**src/rtl/packer_pkg.sv**
```systemverilog
package packer_pkg;
  localparam int SAMPLE_W = 14;
  localparam int WORD_W   = 64;
  localparam int NARROW_W = 8;
  localparam int WIDE_W   = 16;

  localparam int NARROW_LANES = WORD_W / NARROW_W;
  localparam int WIDE_LANES   = WORD_W / WIDE_W;
  localparam int NARROW_PAIRS = NARROW_LANES / 2;
  localparam int WIDE_PAIRS   = WIDE_LANES / 2;
  localparam int IDX_W        = (NARROW_PAIRS > 1) ? $clog2(NARROW_PAIRS) : 1;

  // Strobes from the control to the datapath, one set per cycle
  typedef struct packed {
    logic             capture;  // take the current pair
    logic             narrow;   // packing mode that applies to this pair
    logic [IDX_W-1:0] pairIdx;  // pair slot within the word being built
    logic             finish;   // this pair completes the word
    logic             clear;    // drop the partial word
  } packStrobe_t;
endpackage

```
**src/rtl/packCtrl.sv**
```systemverilog
module packCtrl
  import packer_pkg::*;
#(
  parameter int N_PAIRS = NARROW_PAIRS,
  parameter int W_PAIRS = WIDE_PAIRS
) (
  input  logic        clk,
  input  logic        rstN,
  input  logic        enable,
  input  logic        resSel,
  output packStrobe_t strb
);
  logic [IDX_W-1:0] pairCnt;
  logic             heldNarrow;
  logic             modeNow;
  logic             lastPair;

  // The mode is latched on the first pair of a word only
  always_comb begin
    modeNow  = (pairCnt == '0) ? resSel : heldNarrow;
    lastPair = modeNow ? (pairCnt == IDX_W'(N_PAIRS - 1))
                       : (pairCnt == IDX_W'(W_PAIRS - 1));
  end

  always_ff @(posedge clk) begin
    if (!rstN) begin
      pairCnt    <= '0;
      heldNarrow <= 1'b0;
    end else if (!enable) begin
      pairCnt    <= '0;
    end else begin
      heldNarrow <= modeNow;
      pairCnt    <= lastPair ? '0 : pairCnt + 1'b1;
    end
  end

  always_comb begin
    strb.capture = enable;
    strb.narrow  = modeNow;
    strb.pairIdx = pairCnt;
    strb.finish  = enable && lastPair;
    strb.clear   = !enable;
  end
endmodule

```
**src/rtl/packDatapath.sv**
```systemverilog
module packDatapath
  import packer_pkg::*;
#(
  parameter int S_W = SAMPLE_W,
  parameter int D_W = WORD_W,
  parameter int N_W = NARROW_W,
  parameter int W_W = WIDE_W
) (
  input  logic           clk,
  input  logic           rstN,
  input  packStrobe_t    strb,
  input  logic [S_W-1:0] sampA,
  input  logic [S_W-1:0] sampB,
  output logic           wordValid,
  output logic [D_W-1:0] wordData
);
  localparam int NL  = D_W / N_W;
  localparam int WL  = D_W / W_W;
  localparam int EXT = W_W - S_W;

  logic [D_W-1:0] acc;
  logic [D_W-1:0] narrowNext;
  logic [D_W-1:0] wideNext;
  logic [D_W-1:0] accNext;

  logic [N_W-1:0] aNarrow, bNarrow;
  logic [W_W-1:0] aWide, bWide;

  // Reduced mode keeps the top bits; full mode sign-extends
  assign aNarrow = sampA[S_W-1 -: N_W];
  assign bNarrow = sampB[S_W-1 -: N_W];
  assign aWide   = {{EXT{sampA[S_W-1]}}, sampA};
  assign bWide   = {{EXT{sampB[S_W-1]}}, sampB};

  // Even lanes take A, odd lanes take B, two lanes per pair slot
  for (genvar g = 0; g < NL; g++) begin : gNarrowLane
    assign narrowNext[g*N_W +: N_W] =
      (strb.pairIdx == IDX_W'(g / 2)) ? ((g % 2 == 0) ? aNarrow : bNarrow)
                                      : acc[g*N_W +: N_W];
  end

  for (genvar g = 0; g < WL; g++) begin : gWideLane
    assign wideNext[g*W_W +: W_W] =
      (strb.pairIdx == IDX_W'(g / 2)) ? ((g % 2 == 0) ? aWide : bWide)
                                      : acc[g*W_W +: W_W];
  end

  assign accNext = strb.narrow ? narrowNext : wideNext;

  always_ff @(posedge clk) begin
    if (!rstN) begin
      acc       <= '0;
      wordData  <= '0;
      wordValid <= 1'b0;
    end else begin
      wordValid <= strb.finish;
      if (strb.finish) begin
        wordData <= accNext;
        acc      <= '0;
      end else if (strb.capture) begin
        acc      <= accNext;
      end else if (strb.clear) begin
        acc      <= '0;
      end
    end
  end
endmodule

```
**src/rtl/samplePacker.sv**
```systemverilog
module samplePacker
  import packer_pkg::*;
(
  input  logic                clk,
  input  logic                rstN,
  input  logic                enable,
  input  logic                resSel,
  input  logic [SAMPLE_W-1:0] sampA,
  input  logic [SAMPLE_W-1:0] sampB,
  output logic                wordValid,
  output logic [WORD_W-1:0]   wordData
);
  packStrobe_t strb;

  packCtrl #(
    .N_PAIRS(NARROW_PAIRS),
    .W_PAIRS(WIDE_PAIRS)
  ) u_ctrl (
    .clk(clk), .rstN(rstN), .enable(enable), .resSel(resSel), .strb(strb)
  );

  packDatapath #(
    .S_W(SAMPLE_W), .D_W(WORD_W), .N_W(NARROW_W), .W_W(WIDE_W)
  ) u_dp (
    .clk(clk), .rstN(rstN), .strb(strb),
    .sampA(sampA), .sampB(sampB),
    .wordValid(wordValid), .wordData(wordData)
  );
endmodule

```
**config.mk**
```make
export PLATFORM = sky130hd
export DESIGN_NAME = samplePacker
export DESIGN_NICKNAME = d
export VERILOG_FILES = /design/src/rtl/packer_pkg.sv /design/src/rtl/packCtrl.sv /design/src/rtl/packDatapath.sv /design/src/rtl/samplePacker.sv
export SDC_FILE = /design/constraint.sdc
export NUM_CORES = 1
export LEC_CHECK = 0
export ABC_AREA = 0
export CAP_MARGIN = 10
export CORE_ASPECT_RATIO = 2
export CORE_MARGIN = 2
export CORE_UTILIZATION = 53
export CTS_CLUSTER_DIAMETER = 50
export DETAILED_ROUTE_END_ITERATION = 8
export PLACE_DENSITY_LB_ADDON = 0.2
export SLEW_MARGIN = 20
export SYNTH_ARGS = -nofsm -noshare
export SYNTH_HDL_FRONTEND = slang
export SYNTH_SLANG_ARGS = --single-unit
```
**constraint.sdc**
```tcl
create_clock -name clk -period 4.5 [get_ports clk]
set_input_delay 0.675 -clock clk [delete_from_list [all_inputs] [get_ports clk]]
set_output_delay 0.675 -clock clk [all_outputs]
set_load 0.01 [all_outputs]
```
==> results by group, run 1 <==
Drt
  • Vias per cell: 5.65
  • DR pass1 iterations: 5
  • Vias post-DR: 5178
  • Residual DRC: 0
  • Final wirelength: 16100 um
  • Antenna violation net count after detailed routing: 0
  • 1st-iter DRT viols: 335
  • Routed wire length per instance: 17.5 um

Timing
  • Slew Viols, Final: 0
  • Worst Tran Pin Value: 1.02 ns
  • Fin crit period: 2.77 ns
  • Final Hold Violating Endpoints: 0
  • Fmax: 0.360 GHz
  • RSZ-0062 raised after global routing: no
  • Final setup vio count: 0
  • Clock Skew: 0.00736 ns
  • Setup TNS: 0 ns
  • Slew headroom: 31.9%
  • Crit share post-route: 61.6%

CTS
  • # clock sinks: 131
  • Clock-pin slew on the worst setup and hold paths: 0.05 ns
  • Clock root cell: clkbuf_16
  • CTS tree: built
  • CTS Buf Count: 17
  • CTS Hold Bufs: 0
  • Max clock buf depth: 2
  • CTS resizes: 0
  • Worst skew pair latency: 0.41 ns
  • Postcts setup bufs: 0
  • CTS HTree Levels: 4

Worst setup path
  • Critical path class: in2reg
  • Startpoint Class: primary input
  • Worst path required time: 4.83 ns
  • Arr. time, crit path: 3.11 ns
  • CP Capture Type: register
  • Max Fanout on Critical Path: 34

Pwr
  • Combinational share of power: 14.8%
  • Clock share of power: 42.2%
  • Internal: 2.13 mW
  • Pleak: 2.94 nW
  • Cell Pwr Density: 375 nW/um^2
  • Sw frac: 25.7%
  • Psw: 0.738 mW
  • Peak supply drop: 0.000283 V
  • Flop pwr share: 43.0%

Floorplanning
  • Initial core utilization: 53.7%
  • I/O pin total: 97
  • Die height: 157 um
  • Core area: 11600 um^2
  • Chip width: 80.5 um
  • Die Area: 12600 um^2
  • Cell Rows: 56

Synth
  • Post-synthesis mux area share: 15.4%
  • XOR/XNOR Fraction of Synth Area: 0%
  • Post-synthesis register bit count: 131
  • Largest family of logic cells by synthesized area: simple AND/OR/NAND/NOR gates
  • Synthesized area: 6210 um^2
  • Ys Warns: 0
  • Synthesized netlist cell count: 696
  • Post-Synth Simple-Gate Area: 23.2%
  • Seq/Total Area, Yosys: 42.2%
  • Avg Inst Size Synth: 8.92 um^2
  • Synth Area in Compound Gates: 13.5%
  • Synth Area in Adders: 0.806%
  • Syn_nets: 732
  • Unique cell type count in the Yosys netlist: 32

GRT
  • Met1 GRT Util: 33.5%
  • Total gr overflow: 0
  • M3 GR Usage: 4.53%
  • Overall Global Routing Usage: 26.0%
  • GR peak layer: met2
  • GR Util met2: 43.3%
  • Vias in the first global route: 4953
  • Initial antenna violation count: 0
  • Global-route wire length before repair: 25200 um
  • Largest net degree at the start of global routing: 79

Final layout
  • Final #Nets: 798
  • Share of cells above drive strength 1: 6.22%
  • Area Overhead vs Synth: 23.2%
  • Final Instance Area: 7650 um^2
  • Fillers: 1000
  • Area of the multi-input gates: 3310 um^2
  • Ant. Diodes: 0
  • Register area: 2620 um^2

Place
  • Gpl congestion: 0.788
  • Detailed placement HPWL: 9910 um
  • Post-DP Area: 7140 um^2
  • Port buffer count: 96

Run
  • Max cap viols: 0

Outcome
  • Status: finished, final reports clean

Worst hold path
  • Worst hold path class: reg2reg
worst max-delay path, cell delays in order:
cell             delay, ns
clkdlybuf4s50_1       0.46
mux2i_4               0.17
buf_4                 0.42
mux2i_4               0.65
buf_4                 0.44
nand3_1               0.13
a21boi_1              0.15
power by group through the flow:
stage / combinational, mW / clock (mW) / sequential, mW
after floorplan: 0.283 / 0 / 1.26
after global placement: 0.416 / 0 / 1.26
after detailed placement: 0.419 / 0 / 1.26
after CTS: 0.422 / 1.22 / 1.23
after global routing: 0.464 / 1.27 / 1.24
final: 0.425 / 1.21 / 1.23
cell families after synthesis:
kind of cell | Yosys count
AOI/OAI and AO/OA | 110
buffers and inverters | 61
and+or+nand+nor | 297
adders and majority gates | 4
DFF | 131
muxes | 93
final timing paths:
kind	start	end	slack, ns	cells after the start
min	u_dp.wordData[10]$_SDFFE_PN0P_	u_dp.wordData[10]$_SDFFE_PN0P_	0.45	2
min reg2reg	u_dp.wordData[10]$_SDFFE_PN0P_	u_dp.wordData[10]$_SDFFE_PN0P_	0.45	2
max reg2reg	u_ctrl.pairCnt[0]$_SDFF_PP0_	u_dp.wordData[41]$_SDFFE_PN0P_	1.73	8
max	resSel	u_dp.wordData[41]$_SDFFE_PN0P_	1.73	7
cell usage in the layout (no fill, tap or decap), types with 17 or more instances in the layout:
master / count
a21oi_1: 17
nor2_1: 40
a21boi_1: 57
and3b_1: 31
nor2b_1: 25
mux2i_1: 89
nand3_1: 36
clkdlybuf4s50_1: 95
clkbuf_16: 17
dfxtp_1: 131
nand2_1: 139
metrics by stage:
step                      power (mW)  cells  setup slack (ns)  hold WS (ns)  utilization, %
after floorplan                 1.54    696              2.50         0.433               -
after global placement          1.67    888              1.37         0.440            61.8
after detailed placement        1.68    888              1.33         0.445            61.8
after CTS                       2.88    917              1.73         0.451            66.2
after global routing            2.98    917              1.52         0.462            66.2
final                           2.87    917              1.73         0.449            66.2
routing by layer:
layer	vias to the layer above	routed length [um]	part of all wire (%)
met3	24	915	5.7
met2	188	7890	49
met5	-	0	0
li1	2518	-	-
met4	0	360	2.2
met1	2448	6910	43
cells in the mapped netlist:
| cell | number | area share (%) |
|---|---|---|
| a211o_1 | 6 | 0.85 |
| a211oi_1 | 8 | 0.97 |
| a211oi_2 | 6 | 1.2 |
| a21boi_1 | 57 | 6.9 |
| a21oi_1 | 17 | 1.4 |
| a221o_1 | 7 | 1.1 |
| and2_0 | 3 | 0.30 |
| and2_1 | 4 | 0.40 |
| and3b_1 | 31 | 4.4 |
| buf_1 | 2 | 0.12 |
| buf_2 | 23 | 1.9 |
| buf_4 | 6 | 0.73 |
| buf_6 | 3 | 0.54 |
| clkbuf_1 | 24 | 1.5 |
| dfxtp_1 | 131 | 42 |
| ha_1 | 4 | 0.81 |
| inv_1 | 3 | 0.18 |
| mux2_4 | 2 | 0.48 |
| mux2i_1 | 90 | 15 |
| mux2i_4 | 1 | 0.36 |
| nand2_1 | 139 | 8.4 |
| nand2b_1 | 5 | 0.50 |
| nand3_1 | 37 | 3.0 |
| nor2_1 | 40 | 2.4 |
| nor2b_1 | 25 | 2.5 |
| nor3_1 | 10 | 0.81 |
| nor3b_1 | 1 | 0.12 |
| nor3b_2 | 1 | 0.20 |
| o211a_1 | 1 | 0.16 |
| o21a_1 | 7 | 0.85 |
| o21bai_1 | 1 | 0.12 |
| or3b_1 | 1 | 0.14 |
layout make-up:
cell class	instances	share of cell area (%)
Multi-Input combinational cell	504	43.2
Sequential cell	131	34.3
Timing Repair Buffer	105	13.4
Clock buffer	22	5.81
Tap cell	145	2.37
Clock inverter	7	0.818
Inverter	3	0.147
sequential cells by signal (all words and copies together), names as in the netlist:
register and flops:
u_dp.wordData 64, u_ctrl.pairCnt 2, u_ctrl.heldNarrow 1, u_dp.wordValid 1, u_dp.acc 63
Note: power is estimated with default switching activity, not from simulation.
==> run 2: changes to the inputs <==
--- a/config.mk
+++ b/config.mk
@@ -9,7 +9,7 @@
 export CAP_MARGIN = 10
 export CORE_ASPECT_RATIO = 2
 export CORE_MARGIN = 2
-export CORE_UTILIZATION = 53
+export CORE_UTILIZATION = 49
 export CTS_CLUSTER_DIAMETER = 50
 export DETAILED_ROUTE_END_ITERATION = 8
 export PLACE_DENSITY_LB_ADDON = 0.2
==> constraint.sdc (replaced) <==
create_clock -name clk -period 2.3 [get_ports clk]
set_input_delay 0.345 -clock clk [delete_from_list [all_inputs] [get_ports clk]]
set_output_delay 0.345 -clock clk [all_outputs]
set_load 0.01 [all_outputs]
==> results by group, run 2 (same netlist as run 1, synthesis figures left out) <==
Worst setup path
  • Cell chain of the critical path: inv_1 -> ha_2 -> buf_4 -> nor3_1 -> a211oi_1 -> nand2_1 -> a21boi_1
  • Reg2Reg Depth: 7
  • Arr. time, crit path: 2.48 ns
  • Critical path class: reg2reg
  • Startpoint Class: register
  • Worst path bufs/invs: 2
  • Crit-path slowest cell: buf_4
  • Worst path depth: 7
  • CP Capture Type: register
  • Max incr delay on CP: 0.51 ns
  • Max Fanout on Critical Path: 62
  • Worst path required time: 2.66 ns
  • Worst path top cell family by delay: compound AO/OA/AOI/OAI gates

Worst hold path
  • WHS Path Cells: 2
  • Worst hold path class: reg2reg

Final layout
  • Commonest non-fill, non-tap cell in the layout: nand2_1
  • Fillers: 1053
  • Most frequent cells in the layout: nand2_1 (139), dfxtp_1 (131), clkdlybuf4s50_1 (95)
  • Largest regs: u_dp.wordData: 64 flops, u_dp.acc: 63 flops, u_ctrl.pairCnt: 2 flops
  • Ant. Diodes: 0
  • Max FFs per register: 64
  • Top reg by flops: u_dp.wordData
  • Area Overhead vs Synth: 28.5%
  • Final Util: 63.9%
  • Final #Nets: 816
  • Share of cells above drive strength 1: 9.33%

CTS
  • # clock sinks: 131
  • CTS Buf Count: 17
  • Postcts setup bufs: 0
  • CTS tree: built
  • Clock root cell: clkbuf_16
  • CTS resizes: 0
  • Max clock buf depth: 2
  • CTS HTree Levels: 4
  • Worst skew pair latency: 0.42 ns
  • Clock-pin slew on the worst setup and hold paths: 0.06 ns
  • CTS Hold Bufs: 0

GRT
  • Global-route wire length before repair: 27400 um
  • Largest net degree at the start of global routing: 63
  • Total gr overflow: 0
  • Vias in the first global route: 5416
  • Overall Global Routing Usage: 25.8%
  • Initial antenna violation count: 0

Drt
  • DR WL met3: 904 um
  • Residual DRC: 0
  • DR WL met2: 8580 um
  • DR pass1 iterations: 5
  • Wl on met1: 6520 um
  • Vias per cell: 5.64
  • Top Layer Used: met4
  • Routed wire length per instance: 18.1 um
  • Vias post-DR: 5323
  • 1st-iter DRT viols: 387
  • Antenna violation net count after detailed routing: 0
  • Final wirelength: 17100 um

Timing
  • Fin crit period: 2.12 ns
  • Worst Tran Pin Value: 0.594 ns
  • Final setup vio count: 0
  • Slew headroom: 60.2%
  • Fmax: 0.471 GHz
  • Setup TNS: 0 ns
  • RSZ-0062 raised after global routing: no
  • Slew Viols, Final: 0
  • Clock Skew: 0.00535 ns
  • Final Hold Violating Endpoints: 0
  • Crit share post-route: 92.3%

Floorplanning
  • Die height: 163 um
  • Chip width: 83.6 um
  • Core area: 12500 um^2
  • Initial core utilization: 49.7%
  • Cell Rows: 58
  • Die Area: 13600 um^2
  • I/O pin total: 97

Place
  • Gpl congestion: 0.836
  • Port buffer count: 96
  • Detailed placement HPWL: 11700 um

Pwr
  • Cell Pwr Density: 777 nW/um^2
  • Peak supply drop: 0.000603 V
  • Pleak: 3.10 nW

Run
  • Max cap viols: 0

Outcome
  • Status: finished, final reports clean
==> run 2: cell count changes in the layout (fill, tap and decap cells not counted) <==
cell / change
clkinv_4: +2
bufinv_16: +3
buf_4: +13
clkbuf_1: -5
inv_6: +4
clkinvlp_4: +2
clkinv_2: -3
buf_12: +5
==> run 2: layer usage <==
layer | vias to the layer above | global-route usage, %
li1 | 2557 | -
met1 | 2537 | 27.4
met2 | 183 | 45.4
met3 | 46 | 4.80
met4 | 0 | 17.8
met5 | - | 0
==> run 2: power by group <==
group          internal [mW]  switching [mW]  leakage (nW)
clock                   1.82            1.08         0.301
sequential              2.37          0.0484          1.06
combinational          0.384           0.490          1.74
total                   4.57            1.62          3.10
==> run 2: area by class of cell <==
class | count | area (um^2) | area share, %
Clock buffer | 17 | 425 | 5.33
Multi-Input combinational cell | 504 | 3310 | 41.4
Sequential cell | 131 | 2620 | 32.9
Clock inverter | 15 | 205 | 2.57
Inverter | 3 | 11.3 | 0.141
Timing Repair Buffer | 123 | 1220 | 15.3
Tap cell | 150 | 188 | 2.35
==> run 2: final timing paths <==
path	slack, ns	from	to
hold reg to reg	0.45	u_dp.wordData[56]$_SDFFE_PN0P_	u_dp.wordData[56]$_SDFFE_PN0P_
hold / removal	0.45	u_dp.wordData[56]$_SDFFE_PN0P_	u_dp.wordData[56]$_SDFFE_PN0P_
setup / recovery	0.18	u_ctrl.pairCnt[0]$_SDFF_PP0_	u_dp.wordData[30]$_SDFFE_PN0P_
setup reg to reg	0.18	u_ctrl.pairCnt[0]$_SDFF_PP0_	u_dp.wordData[30]$_SDFFE_PN0P_
==> run 2: worst register-to-register path, cell delays in order (launching register included) <==
cell	delay [ns]
dfxtp_1	0.34
inv_1	0.10
ha_2	0.24
buf_4	0.51
nor3_1	0.13
a211oi_1	0.50
nand2_1	0.10
a21boi_1	0.13
==> run 2: stage by stage <==
stage          cells  total power [mW]  setup WS [ns]  hold WS (ns)  cell area [um^2]
2_1_floorplan    696              3.02          0.344         0.433              6210
3_3_place_gp     911              3.30         0.0548         0.442              7350
3_5_place_dp     911              3.33         0.0663         0.447              7350
4_1_cts          943              6.23          0.146         0.456              7980
5_1_grt          943              6.41         0.0202         0.476              7980
6_report         943              6.20          0.178         0.451              7980
